File: config.mk
export PLATFORM = sky130hd
export DESIGN_NAME = gpio_port
export DESIGN_NICKNAME = d
export VERILOG_FILES = /design/src/rtl/gpio_pkg.sv /design/src/rtl/gpio_sync.sv /design/src/rtl/gpio_ctl_regs.sv /design/src/rtl/gpio_port.sv
export SDC_FILE = /design/constraint.sdc
export NUM_CORES = 1
export LEC_CHECK = 0
export ABC_AREA = 0
export ABC_CLOCK_PERIOD_IN_PS = 1800
export BUFFER_PORTS_ARGS = -buffer_cell sky130_fd_sc_hd__buf_2
export CAP_MARGIN = 10
export CORE_UTILIZATION = 53
export CTS_BUF_LIST = sky130_fd_sc_hd__clkbuf_8
export DETAILED_ROUTE_END_ITERATION = 16
export PLACE_DENSITY = 0.82
export SLEW_MARGIN = 25
export SYNTH_ARGS = -nofsm -noshare
export SYNTH_HDL_FRONTEND = slang
export SYNTH_HIERARCHICAL = 1
export SYNTH_SLANG_ARGS = --single-unit
export TNS_END_PERCENT = 30
File: constraint.sdc
create_clock -name clk -period 1.8 [get_ports clk]
set_clock_uncertainty 0.2 [all_clocks]
set_input_delay 0.36 -clock clk [delete_from_list [all_inputs] [get_ports clk]]
set_output_delay 0.36 -clock clk [all_outputs]
set_load 0.01 [all_outputs]
File: src/rtl/gpio_pkg.sv
`timescale 1ns/1ps
package gpio_pkg;

    localparam int unsigned DATA_W = 8;
    localparam int unsigned ADDR_W = 2;

    // register offsets; the order is fixed by the bus map
    typedef enum logic [ADDR_W-1:0] {
        SEL_LEVEL = 2'd0,
        SEL_LATCH = 2'd1,
        SEL_DIR   = 2'd2,
        SEL_NONE  = 2'd3
    } reg_sel_e;

    typedef struct packed {
        logic              we;
        reg_sel_e          sel;
        logic [DATA_W-1:0] data;
    } bus_req_t;

    function automatic reg_sel_e decode_sel(input logic [ADDR_W-1:0] addr);
        return reg_sel_e'(addr);
    endfunction

    function automatic bus_req_t make_req(input logic we,
                                          input logic [ADDR_W-1:0] addr,
                                          input logic [DATA_W-1:0] data);
        bus_req_t r;
        r.we   = we;
        r.sel  = decode_sel(addr);
        r.data = data;
        return r;
    endfunction

endpackage

File: src/rtl/gpio_sync.sv
`timescale 1ns/1ps
module gpio_sync #(
    parameter int unsigned W      = 8,
    parameter int unsigned STAGES = 2
) (
    input  logic         clk,
    input  logic         rst,
    input  logic [W-1:0] d,
    output logic [W-1:0] q
);
    localparam int unsigned DEPTH = (STAGES < 2) ? 2 : STAGES;

    logic [DEPTH-1:0][W-1:0] chain_q;

    always_ff @(posedge clk) begin
        if (rst) begin
            chain_q <= '0;
        end else begin
            chain_q[0] <= d;
            for (int s = 1; s < DEPTH; s++) begin
                chain_q[s] <= chain_q[s-1];
            end
        end
    end

    assign q = chain_q[DEPTH-1];

    // cycles since reset, used only to gate the latency check
    logic [1:0] warm_q;
    always_ff @(posedge clk) begin
        if (rst)                warm_q <= 2'd0;
        else if (warm_q != 2'd3) warm_q <= warm_q + 2'd1;
    end

    generate
        if (DEPTH == 2) begin : g_lat
            assert_sync_latency_R6: assert property (@(posedge clk) disable iff (rst)
                (warm_q >= 2'd2) |-> (q == $past(d, 2)));
        end
    endgenerate

endmodule

File: src/rtl/gpio_ctl_regs.sv
`timescale 1ns/1ps
module gpio_ctl_regs
    import gpio_pkg::*;
#(
    parameter int unsigned W = 8
) (
    input  logic         clk,
    input  logic         rst,
    input  bus_req_t     req,
    output logic [W-1:0] latch_q,
    output logic [W-1:0] dir_q
);

    always_ff @(posedge clk) begin
        if (rst) begin
            latch_q <= '0;
            dir_q   <= '1;
        end else if (req.we) begin
            case (req.sel)
                SEL_LATCH: latch_q <= req.data[W-1:0];
                SEL_DIR:   dir_q   <= req.data[W-1:0];
                default: ;
            endcase
        end
    end

    assert_dir_after_reset_R1: assert property (@(posedge clk) disable iff (rst)
        $fell(rst) |-> (dir_q == '1 && latch_q == '0));

    assert_dir_write_R3: assert property (@(posedge clk) disable iff (rst)
        (req.we && req.sel == SEL_DIR) |=> (dir_q == $past(req.data[W-1:0])));

    assert_latch_hold_R4: assert property (@(posedge clk) disable iff (rst)
        !(req.we && req.sel == SEL_LATCH) |=> $stable(latch_q));

    assert_unmapped_write_R9: assert property (@(posedge clk) disable iff (rst)
        (req.we && req.sel == SEL_NONE) |=> ($stable(latch_q) && $stable(dir_q)));

endmodule

File: src/rtl/gpio_port.sv
`timescale 1ns/1ps
module gpio_port
    import gpio_pkg::*;
#(
    parameter int unsigned PORT_W = 8
) (
    input  logic              clk,
    input  logic              rst,
    input  logic              in_direct,
    input  logic              bus_we,
    input  logic [1:0]        bus_addr,
    input  logic [7:0]        bus_wdata,
    output logic [7:0]        bus_rdata,
    input  logic [PORT_W-1:0] pin_in,
    output logic [PORT_W-1:0] pin_out,
    output logic [PORT_W-1:0] pin_oe
);

    bus_req_t          req;
    logic [PORT_W-1:0] latch_q;
    logic [PORT_W-1:0] dir_q;
    logic [PORT_W-1:0] synced;
    logic [PORT_W-1:0] level;

    assign req = make_req(bus_we, bus_addr, bus_wdata);

    gpio_ctl_regs #(.W(PORT_W)) u_regs (
        .clk     (clk),
        .rst     (rst),
        .req     (req),
        .latch_q (latch_q),
        .dir_q   (dir_q)
    );

    gpio_sync #(.W(PORT_W), .STAGES(2)) u_sync (
        .clk (clk),
        .rst (rst),
        .d   (pin_in),
        .q   (synced)
    );

    assign level   = in_direct ? pin_in : synced;
    assign pin_out = latch_q;
    assign pin_oe  = ~dir_q;

    always_comb begin
        bus_rdata = '0;
        case (req.sel)
            SEL_LEVEL: bus_rdata = DATA_W'(level);
            SEL_LATCH: bus_rdata = DATA_W'(latch_q);
            SEL_DIR:   bus_rdata = DATA_W'(dir_q);
            default:   bus_rdata = '0;
        endcase
    end

    assert_oe_follows_dir_R2: assert property (@(posedge clk) disable iff (rst)
        (bus_we && bus_addr == 2'd2) |=> (pin_oe == ~$past(bus_wdata[PORT_W-1:0])));

    assert_direct_read_R7: assert property (@(posedge clk) disable iff (rst)
        (in_direct && bus_addr == 2'd0) |-> (bus_rdata[PORT_W-1:0] == pin_in));

    assert_unmapped_read_R9: assert property (@(posedge clk) disable iff (rst)
        (bus_addr == 2'd3) |-> (bus_rdata == 8'h00));

    generate
        if (PORT_W < DATA_W) begin : g_narrow
            assert_upper_zero_R8: assert property (@(posedge clk) disable iff (rst)
                bus_rdata[DATA_W-1:PORT_W] == '0);
        end
    endgenerate

endmodule

==> flow_metrics.tcl, run 1 <==
set metrics [dict create \
    fin_util 0.6715 \
    ctsHoldBuffers 0 \
    grt_antenna_before_repair 0 \
    power.ir.vdd_worst_uv 643.9 \
    placeableCoreArea_mm2 0.002758 \
    synth_top_family_by_area "simple AND/OR/NAND/NOR gates" \
    groute.usage.overall 0.2143 \
    simple_gate_area_share_of_the_yosys_netlist 0.2526 \
    final.setup.worst_slack_ps -48.81 \
    synth.area.mux_share 0.1814 \
    worstSetupEndpointType "output port" \
    layout_min_cycle_time_ps 1849 \
    n_antenna_cell 0 \
    failed_checks "negative setup slack" \
    netlist.area_leader.share 0.4146 \
    io_buffers 45 \
    finalMaxSlewViolations 0 \
    pwr_density_cell_mw_per_mm2 797.2 \
    dieWidth_um 56.00 \
    route.detailed.vias_per_inst 5.100 \
    gp_congestion 0.7747 \
    rsz0062_at_grt "true" \
    fmaxAchievable_mhz 540.9 \
    synth.largest_area_cell "dfxtp_1" \
    timing.critical_path.required_ps 1240 \
    cp_max_fo 1 \
    synth_xor_area_frac 0 \
    grt.overflow.total 0 \
    floorplan.die.height_um 56.00 \
    start_util 0.5603 \
    clkTransAtPathRegs_ps 60 \
    via_count 1127 \
    mostFrequentLayoutCell "buf_2" \
    drt-total-wl_mm 3.100 \
    startpoint_types "flop" \
    numCtsBuffers 5 \
    layout_common_cells "buf_2, dfxtp_1, nand2b_1, mux2i_1, nor2_1" \
    clock_sinks 32 \
    fin_total_pwr_mw 1.476 \
    area_occupied_by_multi_input_gates_um2 755.7 \
    detail_route.drc_violations 0 \
    drt_first_iter_violations 21 \
    fin_crit_sh 1.027 \
    first_pass_grt_wire_length_mm 5.092 \
    clk-insertion-delay-late_ps 280 \
    synth_seq_cells 32 \
    syn_to_layout_area_delta_pct 19.84 \
    synth_nets 170 \
    finalNetCount 212 \
    fillers 231 \
    netlist-cell-type-count 16 \
    number_of_global_route_vias_before_repair 1170 \
    gate_count_post_synth 148 \
    yosys-top-cells-area "dfxtp_1, mux2i_1, mux2_4" \
    place_inst 214 \
    min_path_type "input port to flop" \
    io_pins 46 \
    synth-compound-area-share 0.05182 \
    dp_hpwl_mm 2.265 \
    tritoncts_clock_tree "done" \
    setup.worst_path.class "flop to output port" \
    avgSynthCellArea_um2 10.44 \
    grt_max_degree 31 \
    cts_max_level 2 \
    cap_viol_max_count 0 \
    setup_viol 8 \
    final_instance_count_excl_fillers 221 \
    ctsRootBufferMaster "clkbuf_8" \
    storage_element_area_um2 641.9 \
    ant_nets 0 \
    ys_warn_count 6 \
    drive_above_1_share 0.4263 \
    synth-adder-area-share 0 \
    outcome "finished, violations left" \
    totalNegativeSetupSlack_ps -258.4 \
    preCtsSetupSlack_ps -186.9 \
    wire_per_inst_um 14.03 \
    relSlewSlack 0.7713 \
    die_area_mm2 0.003135 \
    rows 19 \
    drt_pre_antenna_iters 4 \
    cts_buffer_depth 2 \
    worst_pin_slew_ps 342.6 \
    cellLeakagePower_nw 0.9627 \
    mappedNetlistArea_mm2 0.001545 \
    arrival_ps 1290 \
    synth.yosys.seq_area_share 0.4146 \
    timing_hold_violations_final 0 \
]
layout make-up:
type                       count  share of cell area
sequential                    32              0.3466
tap                           31             0.02095
timing repair buffer          51              0.1662
inverter                       8             0.01622
clock buffer                   5             0.03716
multi-input combinational     92              0.4081
clock inverter                 2            0.004730
Yosys cell counts (all sizes together):
cell,count
dfxtp,32
nor2,17
mux2i,16
nand2b,16
buf,14
nor2b,11
and3b,10
a221o,8
inv,8
mux2,8
and2b,6
clkbuf,2
logic make-up (layout without fill, tap and decap cells):
kind of cell,count (synthesis),count (layout)
AND/OR/NAND/NOR,60,60
flip-flops,32,32
multiplexers,24,24
buffers and inverters,24,66
AO/OA/AOI/OAI,8,8
through the flow:
stage	area (µm²)	hold slack [ps]
after floorplan	1545	214.8
after global placement	1755	221.2
after detailed placement	1755	228.3
after CTS	1846	109.8
after global routing	1852	101.5
final	1852	107.9
state kept, by name (all words and copies together), names as in the netlist:
| register | flops |
|---|---|
| u_regs/dir_q | 8 |
| u_regs/latch_q | 8 |
| u_sync/chain_q | 8 |
| u_sync/q | 8 |
critical path, cell delays in order, from the launching register on:
cell	delay, ps
dfxtp_1	300
mux2_4	260
a221o_1	320
buf_6	140
metal layers:
metal  routed length, µm  GRT usage  part of all wire  vias to the layer above
met4                  35    0.06272             0.011                        0
met3                 167    0.08605             0.054                        5
met2                1540     0.3724              0.50                       34
li1                    -          -                 -                      563
met5                   0          0                 0                        -
met1                1357     0.2404              0.44                      525
report_power, final:
part	total, mW	switching [mW]	internal (mW)
Combinational	0.222	0.100	0.122
Clock	0.501	0.245	0.256
Sequential	0.753	0.0146	0.738
worst paths after layout:
kind | start | end | slack, ps | cells after the start
worst max register to register | u_regs/latch_q[4] | u_regs/latch_q[4] | 930 | 2
worst max-delay path | u_sync/q[5] | bus_rdata[5] | -50 | 3
worst min-delay path | pin_in[0] | u_sync/chain_q[0] | 110 | 2
worst min register to register | u_sync/chain_q[6] | u_sync/q[6] | 240 | 1
repair_timing:
| action | CTS | global route |
|---|---|---|
| hold endpoints to repair | 0 | 0 |
| cloned | 0 | 0 |
| buffers inserted | 0 | 0 |
| setup endpoints to repair | 8 | 8 |
| resized for setup | 5 | 1 |
| pin swaps | 7 | 0 |
(Power assumes the default switching activity.)
==> run 2, diff against run 1 <==
--- a/config.mk
+++ b/config.mk
@@ -12,7 +12,7 @@
 export CORE_UTILIZATION = 53
 export CTS_BUF_LIST = sky130_fd_sc_hd__clkbuf_8
 export DETAILED_ROUTE_END_ITERATION = 16
-export PLACE_DENSITY = 0.82
+export PLACE_DENSITY = 0.91
 export SLEW_MARGIN = 25
 export SYNTH_ARGS = -nofsm -noshare
 export SYNTH_HDL_FRONTEND = slang
==> run 2 against run 1 <==
  * The flow still finishes with violations (negative setup slack)
  * Utilization up 0.59 points
  * Sequential cell count unchanged
  * Combinational power about the same
  * Design area up 0.88%
  * Via count up 3.6%
  * Critical path type unchanged
  * Clock power up 12%
  * Non-clock buffer count up 3
  * Final cell count up 1.8%
  * Routed wire length up 8.1%
==> flow_metrics.tcl, run 2 (synthesized netlist as in run 1, its figures left out) <==
set metrics [dict create \
    number_of_global_route_vias_before_repair 1201 \
    endpoint "bus_rdata[5]" \
    rsz0062_at_grt "true" \
    drive_above_1_share 0.4330 \
    startpoint_types "flop" \
    gp_congestion 0.7905 \
    finalNetCount 215 \
    start_util 0.5603 \
    tritoncts_clock_tree "done" \
    timing.critical_path.required_ps 1240 \
    layout_common_cells "buf_2, dfxtp_1, nand2b_1, mux2i_1, nor2_1" \
    power.ir.vdd_worst_uv 750.6 \
    area_occupied_by_multi_input_gates_um2 755.7 \
    layout_min_cycle_time_ps 1864 \
    clkTransAtPathRegs_ps 60 \
    rows 19 \
    mostFrequentLayoutCell "buf_2" \
    cts_buffer_depth 2 \
    detail_route.drc_violations 0 \
    final.setup.worst_slack_ps -64.35 \
    fin_crit_sh 1.036 \
    reg2reg_from "u_regs/dir_q[6]" \
    cellLeakagePower_nw 0.9797 \
    timing.critical_path.from "u_sync/q[5]" \
    wire_per_inst_um 14.90 \
    setup.worst_path.class "flop to output port" \
    io_buffers 45 \
    clk-insertion-delay-late_ps 290 \
    setup_viol 8 \
    worstSetupEndpointType "output port" \
    fmaxAchievable_mhz 536.4 \
    timing.reg2reg.setup_slack_ps 880 \
    cap_viol_max_count 0 \
    worst_hold_startpoint "pin_in[3]" \
    outcome "finished, violations left" \
    arrival_ps 1300 \
    failed_checks "negative setup slack" \
    worst_r2r_endpoint "u_regs/dir_q[6]" \
    numCtsBuffers 5 \
    pwr_density_cell_mw_per_mm2 823.9 \
    cts_max_level 2 \
    ctsRootBufferMaster "clkbuf_8" \
    groute.usage.overall 0.2291 \
    grt_antenna_before_repair 0 \
    grt.overflow.total 0 \
    floorplan.die.height_um 56.00 \
    die_area_mm2 0.003135 \
    finalMaxSlewViolations 0 \
    fillers 227 \
    ant_nets 0 \
    via_count 1168 \
    relSlewSlack 0.7380 \
    grt_max_degree 35 \
    timing_hold_violations_final 0 \
    r2r_cells 2 \
    route.detailed.vias_per_inst 5.191 \
    syn_to_layout_area_delta_pct 20.89 \
    drt-total-wl_mm 3.352 \
    cp_max_fo 1 \
    drt_first_iter_violations 30 \
    preCtsSetupSlack_ps -174.7 \
    first_pass_grt_wire_length_mm 5.333 \
    clock_sinks 32 \
    min_path_type "input port to flop" \
    placeableCoreArea_mm2 0.002758 \
    io_pins 46 \
    drt_pre_antenna_iters 4 \
    worst_pin_slew_ps 391.2 \
    dp_hpwl_mm 2.442 \
    dieWidth_um 56.00 \
    storage_element_area_um2 641.9 \
    hold_slack_ps 106.7 \
    n_antenna_cell 0 \
]
## run 2: layout make-up
cell class / count / share of cell area
tap: 31 / 0.02076
inverter: 8 / 0.01608
clock inverter: 2 / 0.004019
clock buffer: 6 / 0.04421
timing repair buffer: 54 / 0.1668
sequential: 32 / 0.3436
multi-input combinational: 92 / 0.4046
## run 2: where the power goes
group	switching [mW]	leakage, nW	internal (mW)	total, mW
Combinational	0.103	0.663	0.121	0.224
Sequential	0.0141	0.263	0.738	0.752
Clock	0.263	0.0538	0.300	0.563
## run 2: critical path, cell delays in order (launching register included)
cell	delay, ps
dfxtp_1	300
mux2_4	270
a221o_1	300
buf_2	140
## run 2: per-stage QoR
| step | setup TNS, ps | utilization | total power [mW] | instances | instance area [µm²] |
|---|---|---|---|---|---|
| floorplan | 0 | - | 0.9080 | 148 | 1545 |
| global placement | -1260 | 0.6402 | 0.9772 | 217 | 1765 |
| detailed placement | -1325 | 0.6402 | 0.9874 | 217 | 1765 |
| CTS | -351.0 | 0.6774 | 1.547 | 225 | 1868 |
| global route | -624.3 | 0.6774 | 1.599 | 225 | 1868 |
| finish | -328.0 | 0.6774 | 1.539 | 225 | 1868 |
## run 2: worst min-delay path by stage
| stage | slack (ps) | cells after the start | endpoint |
|---|---|---|---|
| CTS | 110 | 2 | u_sync/chain_q[3] |
| finish | 110 | 2 | u_sync/chain_q[3] |
| detailed placement | 230 | 1 | u_sync/q[3] |
| global route | 110 | 2 | u_sync/chain_q[3] |
| global placement | 220 | 1 | u_sync/q[3] |
| floorplan | 210 | 1 | u_sync/q[3] |
## run 2: timing repair
action / 4_1_cts / 5_1_grt
setup endpoints to repair: 8 / 8
hold buffers: 0 / 0
cloned: 0 / 0
buffers inserted: 0 / 0
gates resized for setup: 5 / 0
pin swaps: 7 / 0
## run 2: per-layer routing
| layer | global-route usage | vias up | share of wire |
|---|---|---|---|
| li1 | - | 569 | - |
| met1 | 0.2393 | 550 | 0.40 |
| met2 | 0.4048 | 43 | 0.53 |
| met3 | 0.09302 | 6 | 0.053 |
| met4 | 0.09408 | 0 | 0.014 |
| met5 | 0 | - | 0 |
